`src/rtl/lbr_pkg.sv`:
```
package lbr_pkg;
  typedef enum logic [2:0] {
    IG_IDLE, IG_LBL, IG_LEN, IG_LENW, IG_PAY, IG_DROP
  } ig_state_e;
endpackage

```
`src/rtl/lbr_route_table.sv`:
```
module lbr_route_table #(
  parameter int N_ENT = 8,
  parameter int LW    = 8,
  parameter int PW    = 2,
  localparam int IW   = $clog2(N_ENT)
) (
  input  logic          clk,
  input  logic          rst_n,
  input  logic          cfg_we,
  input  logic [IW-1:0] cfg_idx,
  input  logic          cfg_en,
  input  logic [LW-1:0] cfg_base,
  input  logic [LW-1:0] cfg_limit,
  input  logic [PW-1:0] cfg_port,
  input  logic [LW-1:0] lk_label,
  output logic          lk_hit,
  output logic [PW-1:0] lk_port
);
  logic [N_ENT-1:0] en_q;
  logic [LW-1:0]    base_q  [N_ENT];
  logic [LW-1:0]    limit_q [N_ENT];
  logic [PW-1:0]    port_q  [N_ENT];

  always_ff @(posedge clk) begin
    if (!rst_n) begin
      en_q <= '0;
      for (int i = 0; i < N_ENT; i++) begin
        base_q[i]  <= '0;
        limit_q[i] <= '0;
        port_q[i]  <= '0;
      end
    end else if (cfg_we) begin
      en_q[cfg_idx]    <= cfg_en;
      base_q[cfg_idx]  <= cfg_base;
      limit_q[cfg_idx] <= cfg_limit;
      port_q[cfg_idx]  <= cfg_port;
    end
  end

  // Scan from the top entry down so the lowest matching index is applied last
  always_comb begin
    lk_hit  = 1'b0;
    lk_port = '0;
    for (int i = N_ENT - 1; i >= 0; i--) begin
      if (en_q[i] && lk_label >= base_q[i] && lk_label <= limit_q[i]) begin
        lk_hit  = 1'b1;
        lk_port = port_q[i];
      end
    end
  end
endmodule

```
`src/rtl/lbr_fifo.sv`:
```
module lbr_fifo #(
  parameter int DEPTH = 128,
  parameter int W     = 10,
  localparam int AW   = $clog2(DEPTH),
  localparam int CW   = AW + 1
) (
  input  logic          clk,
  input  logic          rst_n,
  input  logic          wr_en,
  input  logic [W-1:0]  wr_data,
  input  logic          rd_en,
  output logic [W-1:0]  rd_data,
  output logic          empty,
  output logic [CW-1:0] free
);
  logic [W-1:0]  mem [DEPTH];
  logic [AW-1:0] wr_ptr, rd_ptr;
  logic [CW-1:0] count;

  always_ff @(posedge clk) begin
    if (wr_en) mem[wr_ptr] <= wr_data;
  end

  always_ff @(posedge clk) begin
    if (!rst_n) begin
      wr_ptr <= '0;
      rd_ptr <= '0;
      count  <= '0;
    end else begin
      if (wr_en) wr_ptr <= (wr_ptr == AW'(DEPTH - 1)) ? '0 : wr_ptr + 1'b1;
      if (rd_en) rd_ptr <= (rd_ptr == AW'(DEPTH - 1)) ? '0 : rd_ptr + 1'b1;
      count <= count + CW'(wr_en) - CW'(rd_en);
    end
  end

  assign rd_data = mem[rd_ptr];
  assign empty   = (count == '0);
  assign free    = CW'(DEPTH) - count;

  AST_NO_OVERFLOW: assert property (@(posedge clk) disable iff (!rst_n)
    wr_en && !rd_en |-> count < CW'(DEPTH));
  AST_NO_UNDERFLOW: assert property (@(posedge clk) disable iff (!rst_n)
    rd_en |-> count != '0);
endmodule

```
`src/rtl/lbr_ingress.sv`:
```
module lbr_ingress
  import lbr_pkg::*;
#(
  parameter int N_SRC  = 3,
  parameter int DW     = 8,
  parameter int PW     = 2,
  parameter int CW     = 8,
  parameter int MAXLEN = 62,
  parameter int EW     = 8,
  localparam int SW    = $clog2(N_SRC)
) (
  input  logic              clk,
  input  logic              rst_n,
  input  logic [N_SRC-1:0]  src_valid,
  input  logic [N_SRC*DW-1:0] src_data,
  output logic [N_SRC-1:0]  src_ready,
  output logic [DW-1:0]     lk_label,
  input  logic              lk_hit,
  input  logic [PW-1:0]     lk_port,
  input  logic [CW-1:0]     free,
  output logic              wr_en,
  output logic [PW+DW-1:0]  wr_data,
  output logic [EW-1:0]     err_count
);
  localparam logic [PW-1:0] DISCARD = '1;

  ig_state_e     state_q;
  logic [SW-1:0] sel_q, last_q, pick;
  logic          any_v, cur_v, rdy, bad, keep, fits;
  logic [DW-1:0] cur_d, lbl_q, len_q, cnt_q;
  logic [PW-1:0] port_q;

  always_comb begin
    any_v = 1'b0;
    pick  = sel_q;
    for (int k = 1; k <= N_SRC; k++) begin
      int idx;
      idx = (int'(last_q) + k) % N_SRC;
      if (!any_v && src_valid[idx]) begin
        any_v = 1'b1;
        pick  = SW'(idx);
      end
    end
  end

  always_comb begin
    cur_v   = src_valid[sel_q];
    cur_d   = src_data[int'(sel_q)*DW +: DW];
    bad     = (cur_d == '0) || (int'(cur_d) > MAXLEN);
    keep    = lk_hit && (lk_port != DISCARD) && !bad;
    fits    = int'(free) >= int'(cur_d) + 2;
    rdy     = 1'b0;
    wr_en   = 1'b0;
    wr_data = '0;
    case (state_q)
      IG_LBL:  rdy = 1'b1;
      IG_LEN: begin
        rdy = keep ? fits : 1'b1;
        if (rdy && cur_v && keep) begin
          wr_en   = 1'b1;
          wr_data = {lk_port, lbl_q};
        end
      end
      IG_LENW: begin
        wr_en   = 1'b1;
        wr_data = {port_q, len_q};
      end
      IG_PAY: begin
        rdy = 1'b1;
        if (cur_v) begin
          wr_en   = 1'b1;
          wr_data = {port_q, cur_d};
        end
      end
      IG_DROP: rdy = 1'b1;
      default: rdy = 1'b0;
    endcase
    src_ready = rdy ? (N_SRC'(1) << sel_q) : '0;
  end

  assign lk_label = lbl_q;

  always_ff @(posedge clk) begin
    if (!rst_n) begin
      state_q   <= IG_IDLE;
      sel_q     <= '0;
      last_q    <= SW'(N_SRC - 1);
      lbl_q     <= '0;
      len_q     <= '0;
      cnt_q     <= '0;
      port_q    <= '0;
      err_count <= '0;
    end else begin
      case (state_q)
        IG_IDLE: if (any_v) begin
          sel_q   <= pick;
          last_q  <= pick;
          state_q <= IG_LBL;
        end
        IG_LBL: if (cur_v) begin
          lbl_q   <= cur_d;
          state_q <= IG_LEN;
        end
        IG_LEN: if (rdy && cur_v) begin
          len_q  <= cur_d;
          cnt_q  <= cur_d;
          port_q <= lk_port;
          if (keep) state_q <= IG_LENW;
          else begin
            if (bad && err_count != '1) err_count <= err_count + 1'b1;
            state_q <= (cur_d == '0) ? IG_IDLE : IG_DROP;
          end
        end
        IG_LENW: state_q <= IG_PAY;
        IG_PAY, IG_DROP: if (cur_v) begin
          cnt_q <= cnt_q - 1'b1;
          if (cnt_q == DW'(1)) state_q <= IG_IDLE;
        end
        default: state_q <= IG_IDLE;
      endcase
    end
  end

  AST_NO_SWITCH: assert property (@(posedge clk) disable iff (!rst_n)
    state_q != IG_IDLE |=> $stable(sel_q));
  AST_ERR_STEP: assert property (@(posedge clk) disable iff (!rst_n)
    1'b1 |=> (err_count == $past(err_count)) || (err_count == $past(err_count) + 1'b1));
endmodule

```
`src/rtl/lbr_bridge.sv`:
```
module lbr_bridge #(
  parameter int N_LINK = 2,
  parameter int DW     = 8,
  parameter int DEPTH  = 128,
  parameter int N_ENT  = 8,
  parameter int MAXLEN = 62,
  parameter int EW     = 8,
  localparam int N_SRC = N_LINK + 1,
  localparam int PW    = $clog2(N_LINK + 2),
  localparam int IW    = $clog2(N_ENT),
  localparam int CW    = $clog2(DEPTH) + 1
) (
  input  logic               clk,
  input  logic               rst_n,
  input  logic               cfg_we,
  input  logic [IW-1:0]      cfg_idx,
  input  logic               cfg_en,
  input  logic [DW-1:0]      cfg_base,
  input  logic [DW-1:0]      cfg_limit,
  input  logic [PW-1:0]      cfg_port,
  input  logic               obj_rx_valid,
  output logic               obj_rx_ready,
  input  logic [DW-1:0]      obj_rx_data,
  input  logic [N_LINK-1:0]  lnk_rx_valid,
  output logic [N_LINK-1:0]  lnk_rx_ready,
  input  logic [N_LINK*DW-1:0] lnk_rx_data,
  output logic               obj_tx_valid,
  input  logic               obj_tx_ready,
  output logic [DW-1:0]      obj_tx_data,
  output logic [N_LINK-1:0]  lnk_tx_valid,
  input  logic [N_LINK-1:0]  lnk_tx_ready,
  output logic [N_LINK*DW-1:0] lnk_tx_data,
  output logic [EW-1:0]      err_count
);
  logic [N_SRC-1:0]    src_ready, tx_v, tx_rdy;
  logic [DW-1:0]       lk_label;
  logic                lk_hit, wr_en, rd_en, empty;
  logic [PW-1:0]       lk_port;
  logic [CW-1:0]       free;
  logic [PW+DW-1:0]    wr_data, head;

  lbr_route_table #(.N_ENT(N_ENT), .LW(DW), .PW(PW)) u_table (
    .clk(clk), .rst_n(rst_n), .cfg_we(cfg_we), .cfg_idx(cfg_idx), .cfg_en(cfg_en),
    .cfg_base(cfg_base), .cfg_limit(cfg_limit), .cfg_port(cfg_port),
    .lk_label(lk_label), .lk_hit(lk_hit), .lk_port(lk_port));

  lbr_ingress #(.N_SRC(N_SRC), .DW(DW), .PW(PW), .CW(CW), .MAXLEN(MAXLEN), .EW(EW)) u_ingress (
    .clk(clk), .rst_n(rst_n),
    .src_valid({lnk_rx_valid, obj_rx_valid}), .src_data({lnk_rx_data, obj_rx_data}),
    .src_ready(src_ready), .lk_label(lk_label), .lk_hit(lk_hit), .lk_port(lk_port),
    .free(free), .wr_en(wr_en), .wr_data(wr_data), .err_count(err_count));

  lbr_fifo #(.DEPTH(DEPTH), .W(PW + DW)) u_fifo (
    .clk(clk), .rst_n(rst_n), .wr_en(wr_en), .wr_data(wr_data),
    .rd_en(rd_en), .rd_data(head), .empty(empty), .free(free));

  assign obj_rx_ready = src_ready[0];
  assign lnk_rx_ready = src_ready[N_SRC-1:1];
  assign tx_rdy       = {lnk_tx_ready, obj_tx_ready};

  for (genvar p = 0; p < N_SRC; p++) begin : g_tx
    assign tx_v[p] = !empty && (head[PW+DW-1:DW] == PW'(p));
  end

  assign rd_en        = |(tx_v & tx_rdy);
  assign obj_tx_valid = tx_v[0];
  assign lnk_tx_valid = tx_v[N_SRC-1:1];
  assign obj_tx_data  = head[DW-1:0];
  assign lnk_tx_data  = {N_LINK{head[DW-1:0]}};

  AST_TX_ONEHOT: assert property (@(posedge clk) disable iff (!rst_n)
    $onehot0(tx_v));
  AST_RX_ONEHOT: assert property (@(posedge clk) disable iff (!rst_n)
    $onehot0(src_ready));
  AST_TX_HOLD: assert property (@(posedge clk) disable iff (!rst_n)
    (tx_v != '0) && !rd_en |=> $stable(tx_v) && $stable(head[DW-1:0]));
endmodule

```
`config.mk`:
```
export PLATFORM = sky130hd
export DESIGN_NAME = lbr_bridge
export DESIGN_NICKNAME = d
export VERILOG_FILES = /design/src/rtl/lbr_pkg.sv /design/src/rtl/lbr_route_table.sv /design/src/rtl/lbr_fifo.sv /design/src/rtl/lbr_ingress.sv /design/src/rtl/lbr_bridge.sv
export SDC_FILE = /design/constraint.sdc
export NUM_CORES = 2
export LEC_CHECK = 0
export ABC_CLOCK_PERIOD_IN_PS = 12200
export BUFFER_PORTS_ARGS = -buffer_cell sky130_fd_sc_hd__buf_4
export CAP_MARGIN = 5
export CELL_PAD_IN_SITES_DETAIL_PLACEMENT = 0
export CELL_PAD_IN_SITES_GLOBAL_PLACEMENT = 1
export CORE_MARGIN = 2
export CORE_UTILIZATION = 30
export DETAILED_ROUTE_END_ITERATION = 8
export PLACE_DENSITY = 0.56
export RECOVER_POWER = 50
export SLEW_MARGIN = 5
export SYNTH_ARGS = -nofsm -noshare
export SYNTH_HDL_FRONTEND = slang
export SYNTH_SLANG_ARGS = --single-unit
```
`constraint.sdc`:
```
create_clock -name clk -period 12.2 [get_ports clk]
set_clock_uncertainty 0.05 [all_clocks]
set_input_delay 2.44 -clock clk [delete_from_list [all_inputs] [get_ports clk]]
set_output_delay 2.44 -clock clk [all_outputs]
set_load 0.01 [all_outputs]
```
==> results summary <==
The transition at the pin with the smallest max-transition slack came out at ~3.7 ns. The synthesized design contains around 1.4k enable-type register cells. The relative max-transition margin is -1.50. The maximum level of the CTS H-tree is 4. In this run, post-CTS repair resized a total of 0 instances. The number of buffers on the longest clock path came out at 3. The share of power burned in registers is 0.465.

The share of total power dissipated in the clock network is 0.382. In the post-synthesis netlist, the biggest area contributors are edfxtp_1 (68%), mux4_2 (14%), ha_1 (3.2%), dfxtp_1 (2.4%), and2_1 (1.5%). The share of the cycle needed by the critical path after routing is 0.778.

Walking the worst path, the cells encountered are clkbuf_1, buf_4, mux4_2, mux2_1, nand3_1, a31oi_1, o21ai_0, nand2_1, nor3_1, buf_4. On the worst path, the slowest cell contributes a delay of ~2.1 ns. The maximum number of pins on one net before global-route repair came out at 89. The count of endpoints failing hold in the final timing report came out at 0. The global-route wire length before repair came out at 238000 um. Setup total negative slack on the finished layout was measured at 0 ns.

The share of the core filled with cells in the final layout came out at 0.344. The root buffer cell is clkbuf_16. The final weighted congestion in routability-driven placement is 0.785. The starting density of the core is 0.301. In the synthesized netlist the async set-or-reset flop fraction comes to 0.

The top cell types in the final layout, fill and taps aside, are edfxtp_1 (1424), mux4_2 (391), nor2_1 (224). Of the total power, the share spent switching nets is 0.263. The final reports fail on max-capacitance violations, max-slew violations. The number of nets in the synthesized netlist is 3651. STA classifies the critical path startpoint as a register. VDD sags by at most approximately 140 uV. The final-report setup violation count came out at 0.

After detailed routing, the number of remaining DRC violations is 0. The average cell area after synthesis came out at 18.3 sq um. The non-filler instance count after layout is 6544. The number of buffers inserted for hold repair after clock tree synthesis came out at 0. The number of instances in the synthesized netlist is 3436. The cell type of the slowest stage on the worst timing path is clkbuf_1. The signed area change from the synthesized netlist to the final layout is 14.3%. In the synthesized netlist the dominant register cell turns out to be edfxtp_1. Wires add up to 165000 um. The highest achievable clock rate came out at 105 MHz. Setup repair after global routing left no endpoint under its margin. Leaving out fill and tap cells, the most frequent cell in the layout is edfxtp_1. The number of cells on the worst hold path is 2. The height of the die came out at ~460 um. Clock-pin slew was measured on the worst setup and hold paths at 0.06 ns. In this run the power spent charging and discharging nets is between 3 and 4 mW.

The static power due to leakage came out at about 23 nW. The number of global-route vias before repair is 32.4k. After synthesis, the netlist uses about 90 different library cells.

The total standard cell area after synthesis came out at 62900 sq um. The endpoint class of the critical path is an output pin. The number of nets in the finished design is about 3.8k. The area of the die is 213000 sq um. The type of the setup path with the least slack is reg -> out. The buffers inserted during post-CTS setup optimization is 0.

The wire length per cell came out at 25.3 um. The flow ran to the end, but the final reports show violations. The max-slew violation count came out at around 840. The share of total power in combinational logic came out at 0.154. The post-detailed-route count of antenna-violating nets is 0. Clock latency on the worst-skew pair, taken at its later pin, is around 0.82 ns. The region available for standard cell placement spans 209000 sq um. The number of violations reported at the end of detailed-routing iteration 0 is 2897.

The placed instance count came out at 6238. The total number of vias came out at 31.9k. The horizontal die dimension is 462 um.

For this run, the register share of the synthesized area comes to 0.704. The count of max-cap constraint violations is 20. The internal power came out at just over 9 mW. The cell taking the most area after synthesis is edfxtp_1.

The tightest min-delay check is of the reg -> reg type. The shortest clock period the worst path allows after layout is 9.49 ns. The total of flip-flops plus latches after synthesis came out at roughly 1.5k. The number of sinks driven by the clock tree came out at between 1.5k and 2k. Across every metal layer, demand over resource in global routing totals 0.155.

The arrival time of data at the critical path endpoint is ~7.0 ns. The required time at the worst-slack endpoint came out at 9.71 ns. The global route total overflow is 0. The critical path's most frequent cell is buf_4. The logic depth of the worst register-to-register path came out at 12.

Dividing total power by cell area gives a power density of 173 nW/um^2. The number of antenna violations at the first check in global routing is 7. The number of buffers inserted during clock tree synthesis came out at between 150 and 200. The count of input and output buffers is between 90 and 100.

The total of warnings raised by yosys is 0. The average vias per placed instance came out at 4.87. The first TritonRoute pass finished after 9 iterations. The CTS tree is built. Along the worst path, the maximum fanout reaches 31. The standard-cell row count came out at 168. The share of Yosys cell area claimed by the top area cell type came out at 0.680.

The number of primary I/O pins is between 90 and 100. Summed over all nets, the half-perimeter wirelength after detailed placement is 101000 um. Of the cells placed in the final design, the portion with a size suffix greater than 1 is 0.208.
==> cell families after synthesis <==
kind of cell    synth area share
compound gates            0.0327
xor+xnor                 0.00264
fa+ha+maj                 0.0323
buf+inv                   0.0226
flops                      0.704
mux                        0.154
simple gates              0.0520
==> power by group through the flow <==
stage	registers [mW]	clock network [mW]	logic [mW]
after floorplan	5.84	0	1.37
after global placement	5.88	0	1.97
after detailed placement	5.88	0	1.96
after CTS	5.77	4.85	1.97
after global routing	5.78	5.05	2.11
final	5.77	4.74	1.91
==> worst max-delay path, delay by kind of cell (launching register included) <==
kind                   cells  cell delay, ns
AOI/OAI and AO/OA          2            0.82
buffers and inverters      3            3.11
DFF                        1            0.63
muxes                      2            0.97
and+or+nand+nor            3            0.63
==> path summary, 6_finish.rpt <==
kind | startpoint | end | slack [ns]
setup / recovery | register | lnk_tx_valid[1] | 2.71
hold / removal | u_ingress.len_q[0] | u_ingress.len_q[0] | 0.41
setup reg to reg | u_ingress.lk_label[6] | u_fifo.mem[84][5] | 3.29
hold reg to reg | u_ingress.len_q[0] | u_ingress.len_q[0] | 0.41
==> sequential cells by signal (all words and copies together) (netlist names), named ones only <==
signal and count:
u_fifo.mem 1280, u_table.en_q 8, u_fifo.rd_ptr 7, u_ingress.port_q 2, u_ingress.cnt_q 8, u_table.limit_q 64
u_ingress.sel_q 1, u_fifo.wr_ptr 7, u_ingress.len_q 8, u_fifo.count 8, u_ingress.state_q 3, u_table.base_q 64
u_ingress.err_count 8, u_ingress.last_q 2, u_table.port_q 16, u_ingress.lk_label 8
==> cell type report <==
cell class / count / area [sq um]
flip-flops and latches: 1501 / 44300
well taps: 2805 / 3510
clock buffers: 208 / 4330
multi-input cells: 1602 / 17200
diodes: 6 / 15.0
inverters: 165 / 619
fillers: 19817 / 137000
clock inverters: 92 / 806
repair buffers: 165 / 1120
==> metrics by stage <==
stage                     cell area (sq um)  hold WS [ns]  power (mW)  worst slack [ns]
after floorplan                       62900         0.385        7.21              1.44
after global placement                67000         0.396        7.85              3.46
after detailed placement              67000         0.403        7.84              3.48
after CTS                             72200         0.412        12.6              3.46
after global routing                  71900         0.420        12.9              1.78
final                                 71900         0.414        12.4              2.71
==> Yosys cell counts (all sizes together) (55+ instances only) <==
| master | n |
|---|---|
| nand2 | 96 |
| buf | 85 |
| inv | 165 |
| a21oi | 79 |
| dfxtp | 77 |
| edfxtp | 1424 |
| nor2 | 224 |
| mux4 | 398 |
| ha | 159 |
| and2 | 152 |
| o21ai | 55 |
| clkbuf | 83 |
==> metal layers <==
layer  vias up  share of wire  GRT usage
li1      14066              -          -
met1     16941           0.45      0.217
met2       713           0.48      0.251
met3       164          0.046     0.0250
met4         0          0.017     0.0348
met5         -              0          0
Note: power is estimated with default switching activity, not from simulation.
